==> config.mk <==
export PLATFORM = sky130hd
export DESIGN_NAME = exprom_bar
export DESIGN_NICKNAME = d
export VERILOG_FILES = /design/src/rtl/exprom_bar_pkg.sv /design/src/rtl/exprom_bar_regs.sv /design/src/rtl/exprom_bar_match.sv /design/src/rtl/exprom_bar.sv
export SDC_FILE = /design/constraint.sdc
export NUM_CORES = 1
export LEC_CHECK = 0
export ABC_AREA = 1
export ABC_CLOCK_PERIOD_IN_PS = 1400
export BUFFER_PORTS_ARGS = -buffer_cell sky130_fd_sc_hd__clkbuf_2
export CORE_MARGIN = 8
export CORE_UTILIZATION = 43
export DETAILED_ROUTE_END_ITERATION = 12
export PLACE_DENSITY_LB_ADDON = 0.2
export SETUP_SLACK_MARGIN = 0.02
export SYNTH_ARGS = -nofsm -noshare
export SYNTH_HDL_FRONTEND = slang
export SYNTH_HIERARCHICAL = 1
export SYNTH_SLANG_ARGS = --single-unit
export TNS_END_PERCENT = 10
==> constraint.sdc <==
create_clock -name clk -period 1.4 [get_ports clk]
set_input_delay 0.07 -clock clk [delete_from_list [all_inputs] [get_ports clk]]
set_output_delay 0.07 -clock clk [all_outputs]
set_load 0.02 [all_outputs]
==> src/rtl/exprom_bar_pkg.sv <==
package exprom_bar_pkg;
    parameter int REG_W    = 32;
    parameter int WIN_LOG2 = 14;
    localparam int BASE_W  = REG_W - WIN_LOG2;
    parameter logic [7:0] BAR_OFF = 8'h30;

    typedef struct packed {
        logic              en;
        logic [BASE_W-1:0] base;
        logic [7:0]        rdata;
    } bar_state_t;
endpackage

==> src/rtl/exprom_bar_regs.sv <==
module exprom_bar_regs
    import exprom_bar_pkg::*;
(
    input  logic              clk,
    input  logic              rst_n,
    input  logic              rom_fitted,
    input  logic [7:0]        cfg_off,
    input  logic              cfg_rd,
    input  logic              cfg_wr,
    input  logic [7:0]        cfg_wdata,
    output logic [7:0]        cfg_rdata,
    output logic              en_o,
    output logic [BASE_W-1:0] base_o
);
    bar_state_t st_d, st_q, st_rst;
    logic [REG_W-1:0] cur_word, new_word;
    logic             hit;
    logic [1:0]       lane;

    always_comb begin
        cur_word = {st_q.base, {(WIN_LOG2-1){1'b0}}, st_q.en};
        hit      = (cfg_off[7:2] == BAR_OFF[7:2]) && rom_fitted;
        lane     = cfg_off[1:0];
        new_word = cur_word;
        new_word[{lane, 3'b000} +: 8] = cfg_wdata;

        st_d       = st_q;
        st_d.rdata = (cfg_rd && hit) ? cur_word[{lane, 3'b000} +: 8] : 8'h00;
        if (cfg_wr && hit) begin
            // mask: keep bit 0 and the base bits only
            st_d.en   = new_word[0];
            st_d.base = new_word[REG_W-1:WIN_LOG2];
        end

        st_rst       = '0;
        st_rst.base  = rom_fitted ? {BASE_W{1'b1}} : {BASE_W{1'b0}};
    end

    always_ff @(posedge clk) begin
        if (!rst_n) st_q <= st_rst;
        else        st_q <= st_d;
    end

    assign cfg_rdata = st_q.rdata;
    assign en_o      = st_q.en;
    assign base_o    = st_q.base;


    enable_byte_clean_chk: assert property (@(posedge clk) disable iff (!rst_n)
        $past(cfg_rd && cfg_off == BAR_OFF) |-> cfg_rdata[7:1] == 7'd0);

    idle_read_zero_chk: assert property (@(posedge clk) disable iff (!rst_n)
        !$past(cfg_rd) |-> cfg_rdata == 8'h00);

    enable_follows_write_chk: assert property (@(posedge clk) disable iff (!rst_n)
        $past(cfg_wr && rom_fitted && cfg_off == BAR_OFF) |-> en_o == $past(cfg_wdata[0]));

    top_lane_isolated_chk: assert property (@(posedge clk) disable iff (!rst_n)
        $past(cfg_wr && cfg_off == BAR_OFF + 8'd3)
        |-> (en_o == $past(en_o)) && (base_o[BASE_W-9:0] == $past(base_o[BASE_W-9:0])));
endmodule

==> src/rtl/exprom_bar_match.sv <==
module exprom_bar_match
    import exprom_bar_pkg::*;
(
    input  logic              clk,
    input  logic              rst_n,
    input  logic              en_i,
    input  logic [BASE_W-1:0] base_i,
    input  logic [REG_W-1:0]  addr_i,
    output logic              sel_o,
    output logic [WIN_LOG2-1:0] off_o
);
    logic live;

    always_comb begin
        live  = en_i && (base_i != '0);
        sel_o = live && (addr_i[REG_W-1:WIN_LOG2] == base_i);
        off_o = addr_i[WIN_LOG2-1:0];
    end


    sel_needs_live_chk: assert property (@(posedge clk) disable iff (!rst_n)
        sel_o |-> (en_i && base_i != '0));
endmodule

==> src/rtl/exprom_bar.sv <==
module exprom_bar
    import exprom_bar_pkg::*;
(
    input  logic        clk,
    input  logic        rst_n,
    input  logic        rom_fitted,
    input  logic [7:0]  cfg_off,
    input  logic        cfg_rd,
    input  logic        cfg_wr,
    input  logic [7:0]  cfg_wdata,
    output logic [7:0]  cfg_rdata,
    input  logic [31:0] mem_addr,
    output logic        rom_sel,
    output logic [13:0] rom_off
);
    logic              en_w;
    logic [BASE_W-1:0] base_w;

    exprom_bar_regs u_regs (
        .clk(clk), .rst_n(rst_n), .rom_fitted(rom_fitted),
        .cfg_off(cfg_off), .cfg_rd(cfg_rd), .cfg_wr(cfg_wr),
        .cfg_wdata(cfg_wdata), .cfg_rdata(cfg_rdata),
        .en_o(en_w), .base_o(base_w)
    );

    exprom_bar_match u_match (
        .clk(clk), .rst_n(rst_n), .en_i(en_w), .base_i(base_w),
        .addr_i(mem_addr), .sel_o(rom_sel), .off_o(rom_off)
    );


    no_rom_no_sel_chk: assert property (@(posedge clk) disable iff (!rst_n)
        !rom_fitted |-> !rom_sel);
endmodule

## Word-level counts from Yosys, hierarchy flattened

Index checks and enable logic that the tools add are counted.
W data, S select, Z words.

| operators by class | value |
|---|---|
| reduce and logical (&&, ||, !) cells | 7 |
| multiplexer cells | 5 |
| equality and inequality tests | 3 |
| shift operators | 3 |
| $add $sub $neg | 1 |

Operators with widths:

| kind | number |
|---|---|
| $mux W18 | 2 |
| $bwmux W32 | 1 |
| $shift A8 B7 Y32 const A | 1 |
| $shiftx A32 B6 Y8 | 1 |
| $shiftx A8 B7 Y32 | 1 |
| $mux W26 | 1 |
| $eq A18 B18 Y1 | 1 |
| $reduce_bool A18 Y1 | 1 |
| $mux W8 | 1 |
| $neg A5 Y7 | 1 |
| $eq A6 B4 Y1 const B | 1 |
| $logic_and A1 B1 Y1 | 5 |
| $ne A2 B1 Y1 const B | 1 |
| $reduce_and A2 Y1 | 1 |

| word-level totals | value |
|---|---|
| word-level logic and storage cells | 22 |
| flip-flop bits (word level) | 27 |

## Longest topological paths before layout

Gate-level depths: netlist of run 1.

| logic depth | value |
|---|---|
| depth after elaboration | 5 |
| depth in mapped cells | 10 |
| mapped depth without buffers | 8 |

## Cells and area by module

The synthesis of run 1 kept the hierarchy.

By module, submodules not included:

| module | area each (um^2) | instances | cells an instance | sequential area each (um^2) |
|---|---|---|---|---|
| exprom_bar_regs | 1317.5 | 1 | 136 | 720.7 |
| exprom_bar_match | 564.3 | 1 | 130 | 0.0 |

## Worst setup path after synthesis of run 1

No wires, ideal clock.

| path | value |
|---|---|
| path kind | in2reg |
| from | input port cfg_off[0] |
| to | register u_regs.st_q (netlist bit u_regs/base_o[2]) (data pin) |
| slack | 133 ps |
| stages | 7 |
| data arrival time | 1122 ps |
| library setup time | 145 ps |
| path through | inv_1 > buf_4 > ha_1 > buf_12 > nor3_4 > nand3_4 > o21ai_1 |

| between the ends | value |
|---|---|
| word-level cells in the longest chain between the ends | 5 |

RTL lines:

| element | line | text |
|---|---|---|
| start, declared | exprom_bar.sv:7 | `input logic [7:0] cfg_off,` |
| $neg A5 Y7 (*) | exprom_bar_regs.sv:25 | `new_word[{lane, 3'b000} +: 8] = cfg_wdata;` |
| $shiftx A8 B7 Y32 or $shift A8 B7 Y32 (tied branches) | exprom_bar_regs.sv:25 |  |
| $bwmux W32 (*) | exprom_bar_regs.sv:25 |  |
| $mux W18 (*) | exprom_bar_regs.sv:29 | `if (cfg_wr && hit) begin` |
| $mux W26 (*) | exprom_bar_regs.sv:40 | `if (!rst_n) st_q <= st_rst;` |
| end signal, assigned | exprom_bar_regs.sv:40 |  |
| end signal, assigned | exprom_bar_regs.sv:41 | `else st_q <= st_d;` |
| end, declared | exprom_bar_regs.sv:15 | `bar_state_t st_d, st_q, st_rst;` |

Mark *: on every way between the ends. The rest lies on a longest branch, timed or not. The select of a mux whose other input is x is not followed.
A chain may end at the register's enable or synchronous reset.

## Worst setup path after layout of run 1

| path | value |
|---|---|
| from | register u_regs.st_q (netlist bit u_regs/base_o[11]) |
| to | output port rom_sel |

| between the ends | value |
|---|---|
| word-level cells in the longest chain between the ends | 3 |

RTL lines:

| element | line | text |
|---|---|---|
| $reduce_bool A18 Y1 | exprom_bar_match.sv:15 | `live = en_i && (base_i != '0);` |
| $logic_and A1 B1 Y1 | exprom_bar_match.sv:15 |  |
| $logic_and A1 B1 Y1 (*) | exprom_bar_match.sv:16 | `sel_o = live && (addr_i[REG_W-1:WIN_LOG2] == base_i);` |
| end, declared | exprom_bar.sv:13 | `output logic rom_sel,` |

Mark *: on every way between the ends. The rest lies on a longest branch, timed or not.

==> summary.txt, run 1 <==
Yosys
  • Top cells by area, synth: edfxtp_1 29%, nand2_1 18%, dfxtp_1 9.6%, inv_1 9.0%, buf_4 6.4%
  • Synth area leader: edfxtp_1
  • Post-Synthesis Cells: 266
  • Synthesized flop and latch total: 27
  • Sequential fraction of the synthesis area: a little under two fifths
  • Cell variety after synth: 27
  • Synth Flop Type: edfxtp_1
  • Share of the synthesized area in the top cell type: 28.72%
  • Syn_area_per_cell: 7.074 sq um
  • Syn_nets: 324
  • Netlist Area Pre-Place: roughly 1900 sq um
  • Synthesis Warnings: 6
  • Synth top cells by count: 92 x nand2_1, 45 x inv_1, 20 x nor2_1, 18 x edfxtp_1, 16 x buf_4
  • Most common cell in the netlist: nand2_1
  • Post-synth ARST share: 0%
  • Number of flops mapped to enable cells by yosys: 18

Clock network
  • CTS H-tree lvls: 1
  • Root buffer cell: clkbuf_8
  • TritonCTS clock tree: built
  • Worst-Skew Late Latency: 0.27 ns
  • Hold buffer count at CTS: 0
  • TritonCTS buffer count: 3
  • Clk buf depth: 2
  • Clock sink total: 27
  • Clk slew on worst S/H paths: around 0.09 ns

Placed design
  • Placer congestion estimate: just over 0.8
  • Placed Area: 2078 sq um
  • Count of input and output buffers: 47
  • DP Wirelength: 3565 um

Power and ir drop
  • Pint: 1.245 mW
  • Power, Total: 1.713 mW
  • Logic pwr share: between 10% and 20%
  • Peak supply drop: 0.3798 mV
  • Reg power frac: between 50% and 60%
  • Leakage: roughly 1.1 nW
  • Clock power share: approximately a quarter
  • Net Sw Frac: a little over a quarter
  • Switching Power: between 400 and 500 uW
  • Pwr dens: between 700 and 800 nW/um^2

Routing
  • Routed Antenna Nets: 0
  • WL final: between 4000 and 5000 um
  • Met3 WL: about 340 um
  • Drt first-iter violations: between 70 and 80
  • Vias: around 1700
  • Routed wl met2: 1958 um
  • M1 WL: roughly 1900 um
  • Drt pass-1 iters: 4
  • Avg WL per Cell: about 12 um
  • Vias per cell: ~4.6
  • Top sig layer: met4
  • DR DRC count: 0

Worst setup path
  • Critical path arrival: 1.43 ns
  • Family with the most delay on the worst path: simple AND/OR/NAND/NOR gates
  • CP Max Fanout: 3
  • Critical-path cell list: nand2_1 > nand2_1 > inv_1 > nand2_1 > nor2_1 > nand3_1 > nor2_2 > clkbuf_8
  • Crit end category: output pin
  • Worst reg2reg path endpoint: u_regs/cfg_rdata[6]$_SDFF_PN0_
  • R2R Path Start: u_regs/base_o[8]$_DFFE_PP_
  • CP Launch Type: flop
  • CP Data Required Time: 1.33 ns
  • Worst path max stage delay: between 0.4 and 0.5 ns
  • Crit path buf inv count: 2
  • R2R setup slack: 0.42 ns
  • Reg2Reg Depth: 5
  • CP max stage cell: edfxtp_1
  • Kind of critical path: flop to output pin
  • Most used cell, CP: nand2_1

Global route
  • First-pass GRT wire length: between 6000 and 7000 um
  • Largest net degree at the start of global routing: 19
  • Vias in the first global route: roughly 1600
  • GRT Total Usage: between 10% and 20%
  • Antenna violations before repair: 0
  • Grt ovf: 0

Cells and area
  • Fill cells: roughly 450
  • Post-Route Utilization: about half
  • Design area: 2166 sq um
  • Layout cells sized above 1: 23.62%
  • Fin nets: 368
  • ANT cells: 0
  • Layout Area Growth over Synthesis: 15.09%

STA
  • Final period util: 106.9%
  • RSZ-0062 raised after global routing: true
  • Tmin final: around 1.5 ns
  • Skew final: ~0.0065 ns
  • Max transition margin: 76.80%
  • Pins Over Slew Limit: 0
  • Final-report hold violation count: 0
  • Final setup fails: 1
  • Final setup TNS: -0.09710 ns
  • Setup ws final: -0.09710 ns
  • Worst Max-Slew Pin Slew: about 0.35 ns
  • Max Clk Rate: around 670 MHz

Floorplanning
  • Die area: approximately 6700 sq um
  • Die Y: 82.16 um
  • IO Count: between 70 and 80
  • # rows: 24
  • Starting Density: 43.82%
  • Die Wd: a little over 80 um
  • Core Region: 4294 sq um

Min path
  • Hold depth: 3
  • Min-delay worst type: input pin to flop
  • Hold Startpoint: rst_n
  • Min-Delay Endpoint: u_regs/en_o$_SDFFE_PN0P_

Outcome
  • Failing checks: setup timing
  • Status: finished, violations left

Flow run
  • Max Cap Viol: 0
-- per-stage QoR --
stage / hold slack (ns) / std cells / setup slack (ns)
after floorplan: 0.2526 / 266 / 0.1326
after global placement: 0.1401 / 353 / 0.1209
after detailed placement: 0.1401 / 353 / 0.06642
after CTS: 0.1133 / 360 / -0.1088
after global routing: 0.1326 / 361 / -0.2250
final: 0.1154 / 361 / -0.09710
-- state kept, by name (all words and copies together), names as in the netlist --
register / count
u_regs/base_o: 18
u_regs/en_o: 1
u_regs/cfg_rdata: 8
-- metal layers --
metal  track usage [%]  vias up
met5                 0        -
li1                  -      896
met3             2.056        2
met1             15.84      718
met4             4.737        0
met2             21.47       54
-- tightest hold or removal path: stages --
cell      delay [ns]
clkbuf_2        0.15
nand2_1         0.09
nor2_1          0.03
-- area by class of cell --
type,instances,area (sq um),share of cell area (%)
clock buffer,3,41.29,1.906
clock inverter,1,7.507,0.3466
timing repair buffer,58,326.6,15.08
multi-input combinational,172,824.5,38.07
tap,52,65.06,3.004
sequential,27,720.7,33.28
inverter,48,180.2,8.319
-- placed cells by master, fill, tap and decap left out --
cell,count
clkinvlp_4,1
nor2_1,20
o31ai_1,6
ha_1,5
nor3_4,1
a21oi_1,10
o21ai_0,4
nor3_1,1
a31oi_1,1
nand3_1,15
edfxtp_1,18
clkinv_1,1
clkbuf_2,46
inv_1,44
buf_4,11
clkbuf_8,4
a21boi_1,1
nand3_4,1
nand2_1,92
dfxtp_1,9
xor2_1,1
inv_2,3
nor2_4,1
nor2_2,3
nand4_1,2
o21ai_2,2
o21ai_1,6
-- worst max path at each step --
| stage | end | from | slack, ns | depth (start not counted) |
|---|---|---|---|---|
| final | rom_sel | u_regs/base_o[11]$_DFFE_PP_ | -0.1 | 8 |
| after global routing | rom_sel | u_regs/base_o[14]$_DFFE_PP_ | -0.23 | 8 |
| after CTS | rom_sel | u_regs/base_o[5]$_DFFE_PP_ | -0.11 | 8 |
| after detailed placement | u_regs/base_o[14]$_DFFE_PP_ | cfg_off[0] | 0.07 | 6 |
| after global placement | u_regs/base_o[14]$_DFFE_PP_ | cfg_off[0] | 0.12 | 6 |
| after floorplan | u_regs/base_o[2]$_DFFE_PP_ | cfg_off[0] | 0.13 | 7 |
-- kinds of logic (layout without fill, tap and decap cells) --
kind of cell | after synthesis | in the layout | synth area share (%)
adders and majority gates | 5 | 5 | 3.324
AOI/OAI and AO/OA | 30 | 30 | 9.376
DFF | 27 | 27 | 38.30
buffers and inverters | 67 | 110 | 17.89
and+or+nand+nor | 136 | 136 | 30.65
xor gates and xnor gates | 1 | 1 | 0.4655
-- repair_timing --
action                                  4_1_cts  5_1_grt
gates resized for setup                       3        0
setup buffers                                 3        1
endpoints found under the setup margin        1        1
pin swaps                                    14        2
-- power groups by stage --
stage / combinational [mW] / clock, mW / sequential, mW
floorplan: 0.273 / 0 / 0.946
global placement: 0.316 / 0 / 0.964
detailed placement: 0.320 / 0 / 0.964
CTS: 0.332 / 0.452 / 0.945
global route: 0.379 / 0.485 / 0.953
finish: 0.332 / 0.436 / 0.945
No activity file was read; power rests on OpenSTA's default activity.
==> run 2: changes to the inputs <==
--- a/config.mk
+++ b/config.mk
@@ -13,8 +13,9 @@
 export DETAILED_ROUTE_END_ITERATION = 12
 export PLACE_DENSITY_LB_ADDON = 0.2
 export SETUP_SLACK_MARGIN = 0.02
+export SKIP_CTS_REPAIR_TIMING = 1
 export SYNTH_ARGS = -nofsm -noshare
 export SYNTH_HDL_FRONTEND = slang
 export SYNTH_HIERARCHICAL = 1
 export SYNTH_SLANG_ARGS = --single-unit
-export TNS_END_PERCENT = 10
+export TNS_END_PERCENT = 30
==> summary.txt, run 2 (synthesized netlist as in run 1, its figures left out) <==
STA
  • Max transition margin: 76.86% (about the same)
  • RSZ-0062 raised after global routing: true
  • Pins Over Slew Limit: 0 (unchanged)
  • Tmin final: 1.482 ns (-0.01531 ns)
  • Final setup fails: 1 (unchanged)
  • Max Clk Rate: 674.9 MHz (+1.0%)
  • Worst Max-Slew Pin Slew: 0.3463 ns (-0.0009123 ns)
  • Final period util: 105.8% (-1.1 points)
  • Final-report hold violation count: 0 (unchanged)
  • Skew final: 0.004666 ns (-0.001861 ns)
  • Worst hold slack: 0.1161 ns (+0.0006710 ns)
  • Setup ws final: -0.08180 ns (+0.01531 ns)
  • Final setup TNS: -0.08180 ns (+0.01531 ns)

Global route
  • Grt ovf: 0 (unchanged)
  • Vias in the first global route: 1570 (-1.4%)
  • Antenna violations before repair: 0 (unchanged)
  • GRT Total Usage: 12.46% (-0.23 points)
  • Largest net degree at the start of global routing: 19 (unchanged)
  • First-pass GRT wire length: 6589 um (-2.2%)

Floorplanning
  • Core Region: 4294 sq um (unchanged)
  • Die Wd: 82.16 um (unchanged)
  • # rows: 24 (unchanged)
  • Starting Density: 43.82% (unchanged)
  • IO Count: 76 (unchanged)
  • Die area: 6749 sq um (unchanged)
  • Die Y: 82.16 um (unchanged)

Worst setup path
  • Worst reg2reg path endpoint: u_regs/cfg_rdata[0]$_SDFF_PN0_
  • Reg2Reg Depth: 4 (-1)
  • Kind of critical path: flop to output pin
  • CP Data Required Time: 1.33 ns (about the same)
  • R2R setup slack: 0.49 ns (+0.07 ns)
  • CP Launch Type: flop
  • Crit end category: output pin
  • Critical path arrival: 1.41 ns (-0.02 ns)
  • R2R Path Start: u_regs/base_o[10]$_DFFE_PP_
  • CP Max Fanout: 3 (unchanged)

Clock network
  • Clock sink total: 27 (unchanged)
  • Clk buf depth: 2 (unchanged)
  • TritonCTS buffer count: 3 (unchanged)
  • CTS H-tree lvls: 1 (unchanged)
  • TritonCTS clock tree: built
  • Root buffer cell: clkbuf_8
  • Worst-Skew Late Latency: 0.27 ns (about the same)
  • Clk slew on worst S/H paths: 0.09 ns (about the same)

Outcome
  • Failing checks: setup timing
  • Status: finished, violations left

Routing
  • Avg WL per Cell: 11.67 um (-1.1%)
  • Drt pass-1 iters: 4 (unchanged)
  • WL final: 4188 um (-1.7%)
  • DR DRC count: 0 (unchanged)
  • Drt first-iter violations: 87 (+16%)
  • Vias: 1667 (-0.18%)
  • Routed Antenna Nets: 0 (unchanged)
  • Vias per cell: 4.643 (+0.38%)

Cells and area
  • Layout Area Growth over Synthesis: 13.96%
  • FF/Latch Area: 720.7 sq um (unchanged)
  • Multi-input logic area: 824.5 sq um (unchanged)
  • Non-Filler Instances: 359 (-0.55%)
  • Largest register FFs: 18 (unchanged)
  • Leading cell type in the layout, fill and taps excluded: nand2_1
  • Layout cells sized above 1: 22.80% (-0.82 points)
  • Fin nets: 366 (-0.54%)
  • Most frequent cells in the layout: 92 x nand2_1, 46 x clkbuf_2, 45 x inv_1
  • ANT cells: 0 (unchanged)
  • Fill cells: 450 (+1.1%)

Flow run
  • Max Cap Viol: 0 (unchanged)

Power and ir drop
  • Peak supply drop: 0.3782 mV (-0.40%)
  • Logic pwr share: 19.0% (-0.4 points)
  • Power, Total: 1.702 mW (-0.65%)
  • Pwr dens: 793.6 nW/um^2 (+0.34%)
  • Pint: 1.239 mW (-0.44%)
  • Reg power frac: 55.5% (+0.3 points)
  • Clock power share: 25.4% (about the same)
  • Switching Power: 462.5 uW (-1.2%)
  • Leakage: 1.136 nW (-0.89%)
  • Net Sw Frac: 27.17% (-0.15 points)

Placed design
  • DP Wirelength: 3565 um (unchanged)
  • Placer congestion estimate: 0.8121 (unchanged)
  • Count of input and output buffers: 47 (unchanged)
  • Worst slack, placed: 0.06642 ns (unchanged)
  • Cells after DPL: 353 (unchanged)

Min path
  • Min-Delay Endpoint: u_regs/en_o$_SDFFE_PN0P_
  • Min-delay worst type: input pin to flop
  • Hold depth: 3 (unchanged)
  • Hold Startpoint: rst_n
run 2: cell types whose count changed in the layout (fill, tap and decap cells not counted):
cell / delta
inv_2: -1
inv_1: +1
clkbuf_8: -1
buf_4: -1
run 2: cell type report:
class,instances,share of cell area (%)
Clock buffer,3,1.925
Clock inverter,1,0.3501
Inverter,48,8.401
Multi-Input combinational cell,172,38.45
Sequential cell,27,33.61
Tap cell,52,3.034
Timing Repair Buffer,56,14.24
run 2: worst max-delay path, cell delays in order (launching register included):
cell and delay, ns:
edfxtp_1 0.45, nand2_1 0.11, nand2_1 0.06, nor2_2 0.09
nand2_1 0.05, nor2_1 0.10, nand2_1 0.06, nor2_2 0.07
buf_4 0.14
run 2: worst max-delay path by stage:
stage                                 from                     endpoint  slack [ns]  cells past startpoint
6_report        u_regs/base_o[7]$_DFFE_PP_                      rom_sel       -0.08                      8
2_1_floorplan                   cfg_off[0]   u_regs/base_o[2]$_DFFE_PP_        0.13                      7
3_3_place_gp                    cfg_off[0]  u_regs/base_o[14]$_DFFE_PP_        0.12                      6
5_1_grt        u_regs/base_o[14]$_DFFE_PP_                      rom_sel       -0.20                      8
4_1_cts        u_regs/base_o[12]$_DFFE_PP_                      rom_sel       -0.14                      8
3_5_place_dp                    cfg_off[0]  u_regs/base_o[14]$_DFFE_PP_        0.07                      6
run 2: through the flow:
stage / utilization, % / cell area, sq um
5_1_grt: 49.94 / 2145
4_1_cts: 49.53 / 2127
2_1_floorplan: - / 1882
3_3_place_gp: 48.40 / 2078
3_5_place_dp: 48.40 / 2078
6_report: 49.94 / 2145
run 2: power by group through the flow:
stage / Clock (mW) / Combinational (mW) / Sequential [mW]
after detailed placement: 0 / 0.320 / 0.964
after floorplan: 0 / 0.273 / 0.946
after global placement: 0 / 0.316 / 0.964
after global routing: 0.485 / 0.370 / 0.954
final: 0.433 / 0.324 / 0.945
after CTS: 0.452 / 0.321 / 0.946
run 2: routing by layer:
layer  share of wire [%]  vias to the layer above  track usage [%]
met2                  45                       61            21.31
met1                  45                      712            15.32
met5                   0                        -                0
met3                 8.4                        2            2.056
met4                0.81                        0            4.737
li1                    -                      892                -
